### src/rtl/dacbank_pkg.sv
package dacbank_pkg;
   localparam int WORD_W  = 16;
   localparam int FIELD_W = 12;
   localparam int NUM_CH  = 4;
   localparam int CH_W    = $clog2(NUM_CH);

   typedef struct packed {
      logic [CH_W-1:0]    chan;
      logic               run;
      logic               stage_only;
      logic [FIELD_W-1:0] field;
   } cmd_word_t;
endpackage

### src/rtl/cmd_decode.sv
module cmd_decode
   import dacbank_pkg::*;
#(
   parameter int RES_BITS = 12
) (
   input  logic                clk,
   input  logic                rst_n,
   input  logic                vld,
   input  logic [WORD_W-1:0]   word,
   output logic [NUM_CH-1:0]   wr_sel,
   output logic [FIELD_W-1:0]  code,
   output logic                commit,
   output logic                pd_upd,
   output logic                pd_req
);
   localparam int LOW_W = FIELD_W - RES_BITS;

   cmd_word_t cmd;
   assign cmd = cmd_word_t'(word);

   generate
      if (!(RES_BITS == 8 || RES_BITS == 10 || RES_BITS == 12)) begin : g_bad_res
         $error("RES_BITS must be 8, 10 or 12");
      end
      if (LOW_W == 0) begin : g_full
         assign code = cmd.field;
      end else begin : g_trim
         assign code = {cmd.field[FIELD_W-1:LOW_W], {LOW_W{1'b0}}};
      end
   endgenerate

   always_comb begin
      wr_sel = '0;
      if (vld) wr_sel[cmd.chan] = 1'b1;
   end

   assign commit = vld & ~cmd.stage_only;
   assign pd_upd = vld;
   assign pd_req = ~cmd.run;

   assert_sel_onehot_R1: assert property (@(posedge clk) disable iff (!rst_n)
      vld |-> $onehot(wr_sel));
   assert_sel_idle_R7: assert property (@(posedge clk) disable iff (!rst_n)
      !vld |-> wr_sel == '0 && !commit);
endmodule

### src/rtl/chan_regs.sv
module chan_regs
   import dacbank_pkg::*;
(
   input  logic               clk,
   input  logic               rst_n,
   input  logic               wr_en,
   input  logic               commit,
   input  logic [FIELD_W-1:0] code_in,
   output logic [FIELD_W-1:0] dac_q
);
   logic [FIELD_W-1:0] inp_q;

   always_ff @(posedge clk or negedge rst_n) begin
      if (!rst_n) begin
         inp_q <= '0;
         dac_q <= '0;
      end else begin
         if (wr_en)  inp_q <= code_in;
         if (commit) dac_q <= wr_en ? code_in : inp_q;
      end
   end

   assert_stage_write_R1: assert property (@(posedge clk) disable iff (!rst_n)
      wr_en |=> inp_q == $past(code_in));
   assert_no_commit_R3: assert property (@(posedge clk) disable iff (!rst_n)
      !commit |=> $stable(dac_q));
   assert_commit_match_R4: assert property (@(posedge clk) disable iff (!rst_n)
      commit |=> dac_q == inp_q);
   assert_idle_hold_R7: assert property (@(posedge clk) disable iff (!rst_n)
      !wr_en && !commit |=> $stable(inp_q) && $stable(dac_q));
endmodule

### src/rtl/pd_ctrl.sv
module pd_ctrl (
   input  logic clk,
   input  logic rst_n,
   input  logic upd,
   input  logic req,
   output logic pwr_down
);
   always_ff @(posedge clk or negedge rst_n) begin
      if (!rst_n)   pwr_down <= 1'b0;
      else if (upd) pwr_down <= req;
   end

   assert_pd_enter_R2: assert property (@(posedge clk) disable iff (!rst_n)
      upd && req |=> pwr_down);
   assert_pd_leave_R2: assert property (@(posedge clk) disable iff (!rst_n)
      upd && !req |=> !pwr_down);
   assert_pd_hold_R7: assert property (@(posedge clk) disable iff (!rst_n)
      !upd |=> $stable(pwr_down));
endmodule

### src/rtl/quad_dac_regbank.sv
module quad_dac_regbank
   import dacbank_pkg::*;
#(
   parameter int RES_BITS = 12
) (
   input  logic                        clk,
   input  logic                        rst_n,
   input  logic                        word_vld,
   input  logic [WORD_W-1:0]           word_in,
   output logic [NUM_CH*FIELD_W-1:0]   dac_codes,
   output logic                        pwr_down
);
   localparam int LOW_W = FIELD_W - RES_BITS;

   logic [NUM_CH-1:0]  wr_sel;
   logic [FIELD_W-1:0] code;
   logic               commit;
   logic               pd_upd;
   logic               pd_req;

   cmd_decode #(.RES_BITS(RES_BITS)) u_dec (
      .clk    (clk),
      .rst_n  (rst_n),
      .vld    (word_vld),
      .word   (word_in),
      .wr_sel (wr_sel),
      .code   (code),
      .commit (commit),
      .pd_upd (pd_upd),
      .pd_req (pd_req)
   );

   for (genvar k = 0; k < NUM_CH; k++) begin : g_ch
      chan_regs u_ch (
         .clk     (clk),
         .rst_n   (rst_n),
         .wr_en   (wr_sel[k]),
         .commit  (commit),
         .code_in (code),
         .dac_q   (dac_codes[k*FIELD_W +: FIELD_W])
      );
      if (LOW_W > 0) begin : g_low_chk
         assert_low_zero_R5: assert property (@(posedge clk) disable iff (!rst_n)
            dac_codes[k*FIELD_W +: LOW_W] == '0);
      end
   end

   pd_ctrl u_pd (
      .clk      (clk),
      .rst_n    (rst_n),
      .upd      (pd_upd),
      .req      (pd_req),
      .pwr_down (pwr_down)
   );

   assert_all_commit_R4: assert property (@(posedge clk) disable iff (!rst_n)
      !commit |=> $stable(dac_codes));
endmodule

### config.mk
export PLATFORM = sky130hd
export DESIGN_NAME = quad_dac_regbank
export DESIGN_NICKNAME = d
export VERILOG_FILES = /design/src/rtl/dacbank_pkg.sv /design/src/rtl/cmd_decode.sv /design/src/rtl/chan_regs.sv /design/src/rtl/pd_ctrl.sv /design/src/rtl/quad_dac_regbank.sv
export SDC_FILE = /design/constraint.sdc
export NUM_CORES = 1
export LEC_CHECK = 0
export BUFFER_PORTS_ARGS = -buffer_cell sky130_fd_sc_hd__buf_4
export CELL_PAD_IN_SITES_DETAIL_PLACEMENT = 2
export CELL_PAD_IN_SITES_GLOBAL_PLACEMENT = 2
export CORE_MARGIN = 8
export CORE_UTILIZATION = 34
export DETAILED_ROUTE_END_ITERATION = 10
export PLACE_DENSITY = 0.88
export SYNTH_ARGS = -nofsm -noshare
export SYNTH_HDL_FRONTEND = slang
export SYNTH_SLANG_ARGS = --single-unit
### constraint.sdc
create_clock -name clk -period 0.9 [get_ports clk]
set_clock_uncertainty 0.05 [all_clocks]
set_input_delay 0.09 -clock clk [delete_from_list [all_inputs] [get_ports clk]]
set_output_delay 0.09 -clock clk [all_outputs]
set_load 0.02 [all_outputs]
Word level (Yosys, flattened, before mapping)
Cells that the tools add are included.

Flip-flop bits (word level): 97. Output and inout port bits: 49.

Magnitude comparators: 2. Mux-type cells: 7. Bitwise gates (word level): 3. Reduce and logical (&&, ||, !) cells: 1.

Operators by type and width (number): $mux W12 (4); $mux W4 (1); $lt A2 B3 Y1 const B (1); $demux W1 S2 (1); $ge A2 B1 Y1 const B (1); $not A1 Y1 (2); $and A1 B1 Y1 (1); $logic_and A1 B1 Y1 (1); $mux W1 (1).

Logic depth before layout (Yosys ltp)
Gate-level depths: netlist of the first run.

Depth in word-level cells: 6. Gate-level depth with buffers: 6. Mapped depth without buffers: 3.

By module
A second synthesis of the first run with hierarchy kept.

Cells, all modules: 221. Area, all modules: 3898.7 sq um.

Modules (own cells, without submodules): chan_regs (times used 4, cells an instance 50, area each 928.4 sq um, sequential area each 600.6 sq um); cmd_decode (times used 1, cells an instance 19, area each 145.1 sq um, sequential area each 0.0 sq um); pd_ctrl (times used 1, cells an instance 2, area each 40.0 sq um, sequential area each 25.0 sq um).

Worst setup path after synthesis of the first run
OpenSTA, ideal clock, no wires.

Path kind: input-to-reg. Start: input word_vld. End: register g_ch[0].u_ch.dac_q[1]. Library setup time: 126 ps. Arrival: 856 ps. Required time: 724 ps. Slack: -132 ps. Stages on the path: 5. Cells stage by stage: buf_6 -> or3b_4 -> buf_6 -> nand2_1 -> a31oi_1.

Cells in the longest elaborated chain, start to end: 2.

RTL lines: from (decl) (line quad_dac_regbank.sv:8) `input logic word_vld,`; $mux W4 (line cmd_decode.sv:34) `if (vld) wr_sel[cmd.chan] = 1'b1;`; $mux W12; to (signal assigned) (line chan_regs.sv:19) `if (commit) dac_q <= wr_en ? code_in : inp_q;`; to (decl) (line chan_regs.sv:9) `output logic [FIELD_W-1:0] dac_q`.

Several ways; a longest one is shown, not always the timed one. A chain may end at the register's enable or synchronous reset.

Worst setup path in the final report of the first run
Start: register g_ch[0].u_ch.dac_q[4]. End: output dac_codes[4].

RTL lines: to (decl) (line quad_dac_regbank.sv:10) `output logic [NUM_CH*FIELD_W-1:0] dac_codes,`.

No word-level cell between the ends.

==> results of run 1 <==
==> layer usage <==
metal / wire length (µm) / GRT usage [%] / part of all wire (%)
met2: 8780 / 37.5 / 54
met4: 764 / 7.88 / 4.7
met1: 5990 / 22.8 / 37
met3: 819 / 4.52 / 5.0
met5: 0 / 0 / 0
==> kinds of logic (layout without fill, tap and decap cells) <==
kind of cell / count (synthesis) / in the layout
AND/OR/NAND/NOR: 201 / 201
flip-flops: 97 / 97
AO/OA/AOI/OAI: 48 / 48
buffers and inverters: 21 / 150
multiplexers: 1 / 1
==> worst max-delay path by stage <==
stage                     slack (ns)                                  to                                from
after floorplan                -0.11  g_ch[0].u_ch.dac_q[10]$_DFFE_PN0P_                            word_vld
after global placement         -0.23   g_ch[3].u_ch.dac_q[5]$_DFFE_PN0P_                            word_vld
after detailed placement       -0.33   g_ch[3].u_ch.dac_q[4]$_DFFE_PN0P_                            word_vld
after CTS                      -0.19                       dac_codes[23]  g_ch[1].u_ch.dac_q[11]$_DFFE_PN0P_
after global routing           -0.26                       dac_codes[29]   g_ch[2].u_ch.dac_q[5]$_DFFE_PN0P_
final                          -0.23                        dac_codes[4]   g_ch[0].u_ch.dac_q[4]$_DFFE_PN0P_
==> timing repair <==
action / CTS / global route
gates resized for setup: 60 / 76
cloned: 0 / 1
buffers inserted: 26 / 17
pin swaps: 1 / 17
endpoints found under the hold margin: 144 / 0
hold buffers: 15 / 0
endpoints found under the setup margin: 49 / 75
==> power groups by stage <==
| stage | sequential [mW] | clock [mW] | combinational [mW] |
|---|---|---|---|
| after global routing | 5.67 | 3.21 | 4.04 |
| after global placement | 5.50 | 0 | 2.36 |
| final | 5.61 | 3.02 | 3.80 |
| after floorplan | 5.91 | 0 | 0.854 |
| after detailed placement | 5.55 | 0 | 2.53 |
| after CTS | 5.53 | 2.96 | 3.19 |
==> stage by stage <==
step | instance area (µm²) | setup TNS, ns | total power, mW | utilization [%]
2_1_floorplan | 3730 | -2.38 | 6.77 | -
5_1_grt | 5590 | -11.69 | 12.9 | 52.0
4_1_cts | 5200 | -8.17 | 11.7 | 48.4
3_3_place_gp | 4440 | -15.07 | 7.86 | 41.3
3_5_place_dp | 4440 | -21.29 | 8.08 | 41.3
6_report | 5590 | -9.70 | 12.4 | 52.0
==> synthesized netlist by cell type, types with 2 or more instances <==
master    instances  share of area [%]
nand2_1         142                 14
nand2_2           2               0.34
buf_6             8                2.4
nor2_1           48                4.9
a31oi_1          48                8.1
nand3b_1          2               0.41
dfrtp_1          97                 66
and3b_1           2               0.47
buf_2            11                1.5
==> area by class of cell <==
| cell class | count | area share [%] |
|---|---|---|
| Sequential cell | 97 | 43.4 |
| Timing Repair Buffer | 134 | 25.1 |
| Multi-Input combinational cell | 250 | 24.8 |
| Tap cell | 140 | 3.14 |
| Clock buffer | 9 | 2.22 |
| Clock inverter | 6 | 1.25 |
| Inverter | 1 | 0.0672 |
==> state kept, by name, indices dropped and copies added (netlist names) <==
register         flops
u_pd.pwr_down        1
g_ch.u_ch.inp_q     48
g_ch.u_ch.dac_q     48
==> results.md, run 1 <==
Run status:
- The run finished, with violations left.
- The final reports fail on negative setup slack.

Routing:
- The routed layout has 3361 vias.
- In this run, the number of DRC markers left after iteration 0 of detailed routing was 166.
- The detailed-route DRC error count is 0.
- The detail route stage leaves a number of antenna-violating nets equal to 0.
- For this block, the routed nets add up to 16300 µm of wire.
- In the final routed layout, each cell accounts on average for 25.7 µm.
- The iteration count of the initial detailed-routing pass is 4.
- The post-detailed-route via-to-cell ratio is 5.28.

Setup path:
- The worst register-to-register path has a setup slack of -0.13 ns.
- The delay of the slowest critical-path stage is 0.44 ns.
- The cell depth of the worst flop-to-flop path is 4.
- Of all nets on the critical path, the largest fanout is 2.
- The classification of the worst setup path is flip-flop to output port.
- The data arrival time of the critical path is 0.99 ns.
- The worst register-to-register path begins at g_ch[0].u_ch.dac_q[4]$_DFFE_PN0P_.
- The category of the worst setup path launch point is a flip-flop.
- The number of buffers and inverters on the critical path is 1.
- The library cell contributing the largest single delay on the critical path is dfrtp_1.
- The worst setup path is captured at an output port.
- The kind of cell with the highest combined delay along the critical path is flip-flops.
- The critical path goes through buf_6.
- For the worst setup path, the data required time is 0.76 ns.
- In this run the number of cells on the critical path is 1.
- The worst register-to-register path ends at g_ch[0].u_ch.dac_q[4]$_DFFE_PN0P_.

Synthesis:
- The synthesized netlist devotes 21.8% of its cell area to simple gates.
- The synthesized netlist devotes 0% of its cell area to adder and majority cells.
- The share of the synthesized netlist area taken by xor and xnor gates is 0%.
- The post-synth net total is 387.
- The synthesized netlist devotes 8.11% of its cell area to compound gates.
- The synthesized design contains 97 register bits.
- The number of different library cells used by synthesis comes to 17.
- The portion of synthesized area spent on multiplexers is 0.270%.
- For this run, the number of Yosys warnings is 0.
- The number of synthesized flops with an enable pin is 0.
- The share of the Yosys chip area taken by registers is 65.6%.
- The number of instances in the synthesized netlist is 368.
- The share of flip-flops with an asynchronous set or reset after synthesis is 100%.
- In the synthesized netlist the dominant register cell turns out to be dfrtp_1.
- The dominant combinational cell family by area after synthesis is simple AND/OR/NAND/NOR gates.
- The average footprint of a synthesized cell is 10.1 µm².
- Summing every instance area after synthesis gives 0.00370 mm².

STA:
- Headroom to the max-slew limit came out at 74.7%.
- The time the worst path needs with I/O delays and setup is 1.13 ns.
- The final setup violation count is 60.
- The number of hold violations in the final report is 0.
- Once routing completed, OpenROAD measured the worst setup slack at -0.225 ns.
- Across all hold checks on the routed design, the worst slack comes to 0.156 ns.
- Setup repair after global routing could not meet its margin everywhere.
- The number of pins exceeding their max-slew limit in the final report is 0.
- Based on the critical path, the design can be clocked at up to 889 MHz.
- The fraction of the cycle the final worst path needs is 125%.
- The actual transition at the worst max-transition pin is 0.380 ns.

Global route:
- The via count of the first global-routing pass was 3841.
- Across every metal layer, demand over resource in global routing totals 20.5%.
- The largest net degree at the start of global routing is 67.
- The total global routing overflow is 0.
- The global-route wire length before repair is 22500 µm.
- The initial antenna violation count is 0.

Clock network:
- TritonCTS created 9 clock buffers.
- TritonCTS built the clock tree.
- The clock slew seen by the registers of the worst setup and hold paths is 0.11 ns.
- The CTS sink count is 97.
- The tree is rooted in a clkbuf_8.
- The maximum level of the CTS H-tree is 3.
- The clock reaches the later pin of the worst-skew pair after 0.38 ns.
- The clock passes through at most 2 buffers.

Pwr:
- The worst vdd rail ir drop is 1020 µV.
- The power density over the cells is 2230 mW/mm².
- The clock network power share is 24.3%.
- Internal power comes to 8.17 mW.
- In this run the power spent charging and discharging nets is 4.27 mW.
- For this design the static power due to leakage is 2.64 nW.
- The combinational cell fraction of total power is 30.6%.
- The sequential group share of total power is 45.1%.
- The fraction of power spent switching nets is 34.3%.

Placed design:
- Timing analysis after detailed placement gives a worst setup slack of -0.332 ns.
- After detailed placement, the design holds a cell count of 569.
- Routability-driven placement finished with a final weighted congestion of 0.732.
- Detailed placement finished with a half-perimeter wire length of 8490 µm.
- The count of input and output buffers is 67.

Die:
- For this configuration, the core starts out at a cell density of 34.4%.
- The die is 120 µm wide.
- The y dimension of the die is 120 µm.
- The core area is 0.0107 mm².
- The row count is 38.
- The number of top-level pins is 68.
- The die covers 0.0145 mm².

Layout:
- Across the whole layout, storage elements account for 0.00243 mm².
- The area occupied by multi-input gates is 0.00139 mm².
- The library cell used most frequently in the layout, excluding fill and tap cells, is nand2_1.
- The area overhead of the layout relative to synthesis is 50.9%.
- The post-layout instance count excluding filler cells is 637.
- In the final layout, the share of cells above drive strength 1 is 37.6%.
- The filler cells instantiated in the layout total 1085.
- In the layout the commonest cells are 131 x nand2_1, 97 x dfrtp_1, 72 x buf_6, 40 x a31oi_1, 40 x buf_4.
- The repair_antennas step left the layout with diodes totalling 0.
- In the final design database the tool counted 512 nets.

Hold path:
- The min-delay analysis places its worst path in the category primary input to asynchronous set/reset pin.

Job:
- The number of max-cap violations is 0.
Power figures use the tool's default switching activity.
==> run 2, diff against run 1 <==
--- a/config.mk
+++ b/config.mk
@@ -6,12 +6,14 @@
 export NUM_CORES = 1
 export LEC_CHECK = 0
 export BUFFER_PORTS_ARGS = -buffer_cell sky130_fd_sc_hd__buf_4
+export CAP_MARGIN = 10
 export CELL_PAD_IN_SITES_DETAIL_PLACEMENT = 2
 export CELL_PAD_IN_SITES_GLOBAL_PLACEMENT = 2
 export CORE_MARGIN = 8
-export CORE_UTILIZATION = 34
+export CORE_UTILIZATION = 40
 export DETAILED_ROUTE_END_ITERATION = 10
 export PLACE_DENSITY = 0.88
 export SYNTH_ARGS = -nofsm -noshare
 export SYNTH_HDL_FRONTEND = slang
+export SYNTH_HIERARCHICAL = 1
 export SYNTH_SLANG_ARGS = --single-unit
==> results.md, run 2 <==
Synthesis:
- In this run, synthesis inferred 0 flip-flops with an integrated enable.
- The post-synthesis cell type count is 11.
- The post-synthesis cell type with the largest combined area is dfrtp_1.
- Ranked by instance count, the synthesized netlist is headed by 97 x dfrtp_1, 52 x mux2_2, 45 x mux2_4, 13 x buf_4.
- A synthesized cell averages 17.6 µm².
- In the synthesized netlist the dominant register cell turns out to be dfrtp_1.
- The post-synth net total is 240.
- The top-area cell type share of the netlist area is 62.3%.
- In the post-synthesis netlist, the cell with the most instances is dfrtp_1.
- After synthesis the cells add up to 0.00390 mm².
- The number of instances in the synthesized netlist is 221.
- The number of synthesized register bits is 97.
- The share of flip-flops with an asynchronous set or reset after synthesis is 100%.
- For this run, the register share of the synthesized area comes to 62.3%.
- The total number of yosys warnings is 6.
- By area the synthesized netlist is led by dfrtp_1 62%, mux2_4 17%, mux2_2 15%, buf_4 2.5%, buf_6 1.2%.

Setup path:
- Walking the worst path, the cells encountered are mux2_4, mux2_4.
- The data arrival time of the critical path is 1.35 ns.
- The number of buffer and inverter stages on the critical path is 0.
- The worst setup path is captured at a flip-flop.
- The most frequent cell on the critical path is mux2_4.
- The largest single stage delay on the critical path is 0.43 ns.
- The library cell contributing the largest single delay on the critical path is dfrtp_1.
- The classification of the worst setup path is flip-flop to flip-flop.
- STA puts the critical path data required time at 1.11 ns.
- On the critical path the largest part of the delay comes from multiplexers.
- The highest net fanout along the worst path is 2.
- The worst setup path is launched from a flip-flop.

Die:
- The horizontal die dimension is 115 µm.
- The area of the die is 0.0132 mm².
- The initial utilization of the core area, before any placement, comes to 40.4%.
- The number of top-level pins is 68.
- The core area is 0.00964 mm².
- The floorplan has 36 rows.
- The die is 115 µm tall.

Clock network:
- At the later pin of the worst-skew pair, clock insertion delay measures 0.37 ns.
- The deepest clock path buffer count is 2.
- The CTS sink count is 97.
- The tree is rooted in a clkbuf_8.
- The CTS buffer count is 9.
- The maximum level of the CTS H-tree is 3.
- The cts-stage hold buffer count is 2.
- The clock tree from TritonCTS is built.
- After clock tree synthesis, the clock-pin slew on the worst setup and hold paths is 0.11 ns.

STA:
- The headroom to the max-slew limit is 83.3%.
- Setup repair after global routing could not meet its margin everywhere.
- The number of pins exceeding their max-slew limit in the final report is 0.
- The fraction of the cycle the final worst path needs is 127%.
- The actual transition at the worst max-transition pin is 0.250 ns.
- Hold timing on the final database bottoms out at a slack of -0.0480 ns.
- The time the worst path needs with I/O delays and setup is 1.14 ns.
- The minimum setup slack in the final design is -0.242 ns.
- The final setup violation count is 118.
- Derived from the worst setup path, the maximum achievable clock frequency is 876 MHz.
- The setup TNS is -18.56 ns.
- The number of hold violations in the final report is 28.

Routing:
- The violation count after the first detailed-routing iteration is 86.
- For this block, the via count after detailed routing is 2392.
- The post-route antenna net violation count is 0.
- The detailed-route DRC error count is 0.
- The total wirelength of the detailed-routed design is 13900 µm.
- The first detailed-routing pass ran for 4 iterations.
- Using the TritonRoute via totals, the vias-per-cell ratio works out to 4.82.
- After detailed routing, the average wire length per cell comes to 28.1 µm.

Global route:
- The total overflow left after global routing is 0.
- The first global-routing pass estimated 17800 µm of wire.
- Across every metal layer, demand over resource in global routing totals 18.4%.
- Entering global routing, the biggest net connects 42 pins.
- The initial antenna violation count is 1.
- The via count of the first global-routing pass is 2700.

Pwr:
- In this run, flip-flops and latches consume 38.5% of the power.
- The power density over the cells is 2710 mW/mm².
- The clock network power share is 24.1%.
- For this design the static power due to leakage is 2.87 nW.
- The internal power is 11.1 mW.
- The switching power is 4.87 mW.
- The worst-case IR drop observed on VDD is 1680 µV.
- The power consumption is 16.0 mW.
- The combinational cell fraction of total power is 37.4%.
- The fraction of power spent switching nets is 30.5%.

Layout:
- The filler cells instantiated in the layout total 801.
- The finished cells cover 0.00590 mm².
- The area occupied by multi-input gates is 0.00152 mm².
- The area overhead of the layout relative to synthesis is 51.4%.
- In the layout the commonest cells are 97 x mux2_4, 97 x dfrtp_1, 73 x buf_6, 61 x buf_4, 11 x buf_12.
- The count of cells in the finished layout, fillers not included, comes to 496.
- The largest registers in the layout are g_ch.u_ch/dac_q: 48 flops, g_ch.u_ch/inp_q: 48 flops, u_pd/pwr_down: 1 flops.
- The number of nets in the final layout is 377.
- The combined flip-flop and latch cell area is 0.00243 mm².
- The final standard cell utilization of the core is 61.2%.
- The fraction of final layout cells sized beyond drive strength 1 is 72.4%.

Placed design:
- The placed instance area is 0.00483 mm².
- The total instance count after detailed placement is 415.
- At the end of routability-driven placement, the weighted congestion stood at 0.693.
- The placement-stage worst setup slack is -0.585 ns.
- The count of input and output buffers is 67.
- The half-perimeter wire length of the detailed placement result is 6520 µm.

Run status:
- The checks that failed: negative hold slack, negative setup slack.
- The flow ran to the end, but the final reports show violations.

Job:
- Max-cap violations in this run came to 0.

Hold path:
- The path class of the tightest hold or removal check is primary input to flip-flop.
[run 2: cell count changes after synthesis, moves of 2 or more]
cell and delta:
mux2_4 +45, buf_2 -7, mux2_2 +52, nand2_2 -2, nor2_1 -48, a31oi_1 -48, nand3b_1 -2, buf_4 +12
nand2_1 -142, buf_6 -4
[run 2: worst paths after layout]
check,start,to,slack [ns],cells after the start
worst min-delay path,word_in[4],g_ch[1].u_ch/inp_q[4]$_DFF_PN0_,-0.05,2
max in group asynchronous,rst_n,g_ch[3].u_ch/inp_q[10]$_DFF_PN0_,0.20,3
worst max register to register,g_ch[0].u_ch/inp_q[0]$_DFF_PN0_,g_ch[0].u_ch/dac_q[0]$_DFFE_PN0P_,-0.24,2
worst min register to register,g_ch[3].u_ch/inp_q[1]$_DFF_PN0_,g_ch[3].u_ch/inp_q[1]$_DFF_PN0_,0.46,1
worst max-delay path,g_ch[0].u_ch/inp_q[0]$_DFF_PN0_,g_ch[0].u_ch/dac_q[0]$_DFFE_PN0P_,-0.24,2
min in group asynchronous,rst_n,g_ch[0].u_ch/dac_q[7]$_DFFE_PN0P_,0.07,2
[run 2: layout make-up]
type | instances | area share, %
Sequential cell | 97 | 41.1
Tap cell | 133 | 2.82
Multi-Input combinational cell | 102 | 25.8
Clock buffer | 9 | 2.10
Antenna cell | 1 | 0.0424
Clock inverter | 6 | 2.33
Inverter | 1 | 0.0636
Timing Repair Buffer | 147 | 25.8
[run 2: power groups by stage]
stage / logic [mW] / registers (mW) / clock network [mW]
final: 5.98 / 6.16 / 3.85
after floorplan: 1.74 / 6.62 / 0
after global routing: 6.27 / 6.23 / 4.04
after detailed placement: 4.08 / 6.02 / 0
after global placement: 3.91 / 5.98 / 0
after CTS: 5.31 / 6.02 / 3.77
[run 2: repair_timing]
item,CTS,global route
hold endpoints to repair,135,28
resized for setup,72,20
endpoints found under the setup margin,97,108
pin swaps,1,1
buffers inserted,39,33
[run 2: logic make-up (layout without fill, tap and decap cells)]
kind of cell	Yosys count	after routing	synth area share, %
buf+inv	22	163	4.27
simple gates	5	5	1.12
mux	97	97	32.3
flops	97	97	62.3
other cells	0	1	0
[run 2: routing by layer]
| metal | routed length (µm) | global-route usage [%] | share of wire [%] | vias up |
|---|---|---|---|---|
| li1 | - | - | - | 1027 |
| met1 | 5630 | 21.3 | 40 | 1296 |
| met2 | 7510 | 33.5 | 54 | 53 |
| met3 | 553 | 3.80 | 4.0 | 16 |
| met4 | 218 | 5.25 | 1.6 | 0 |
| met5 | 0 | 0 | 0 | - |
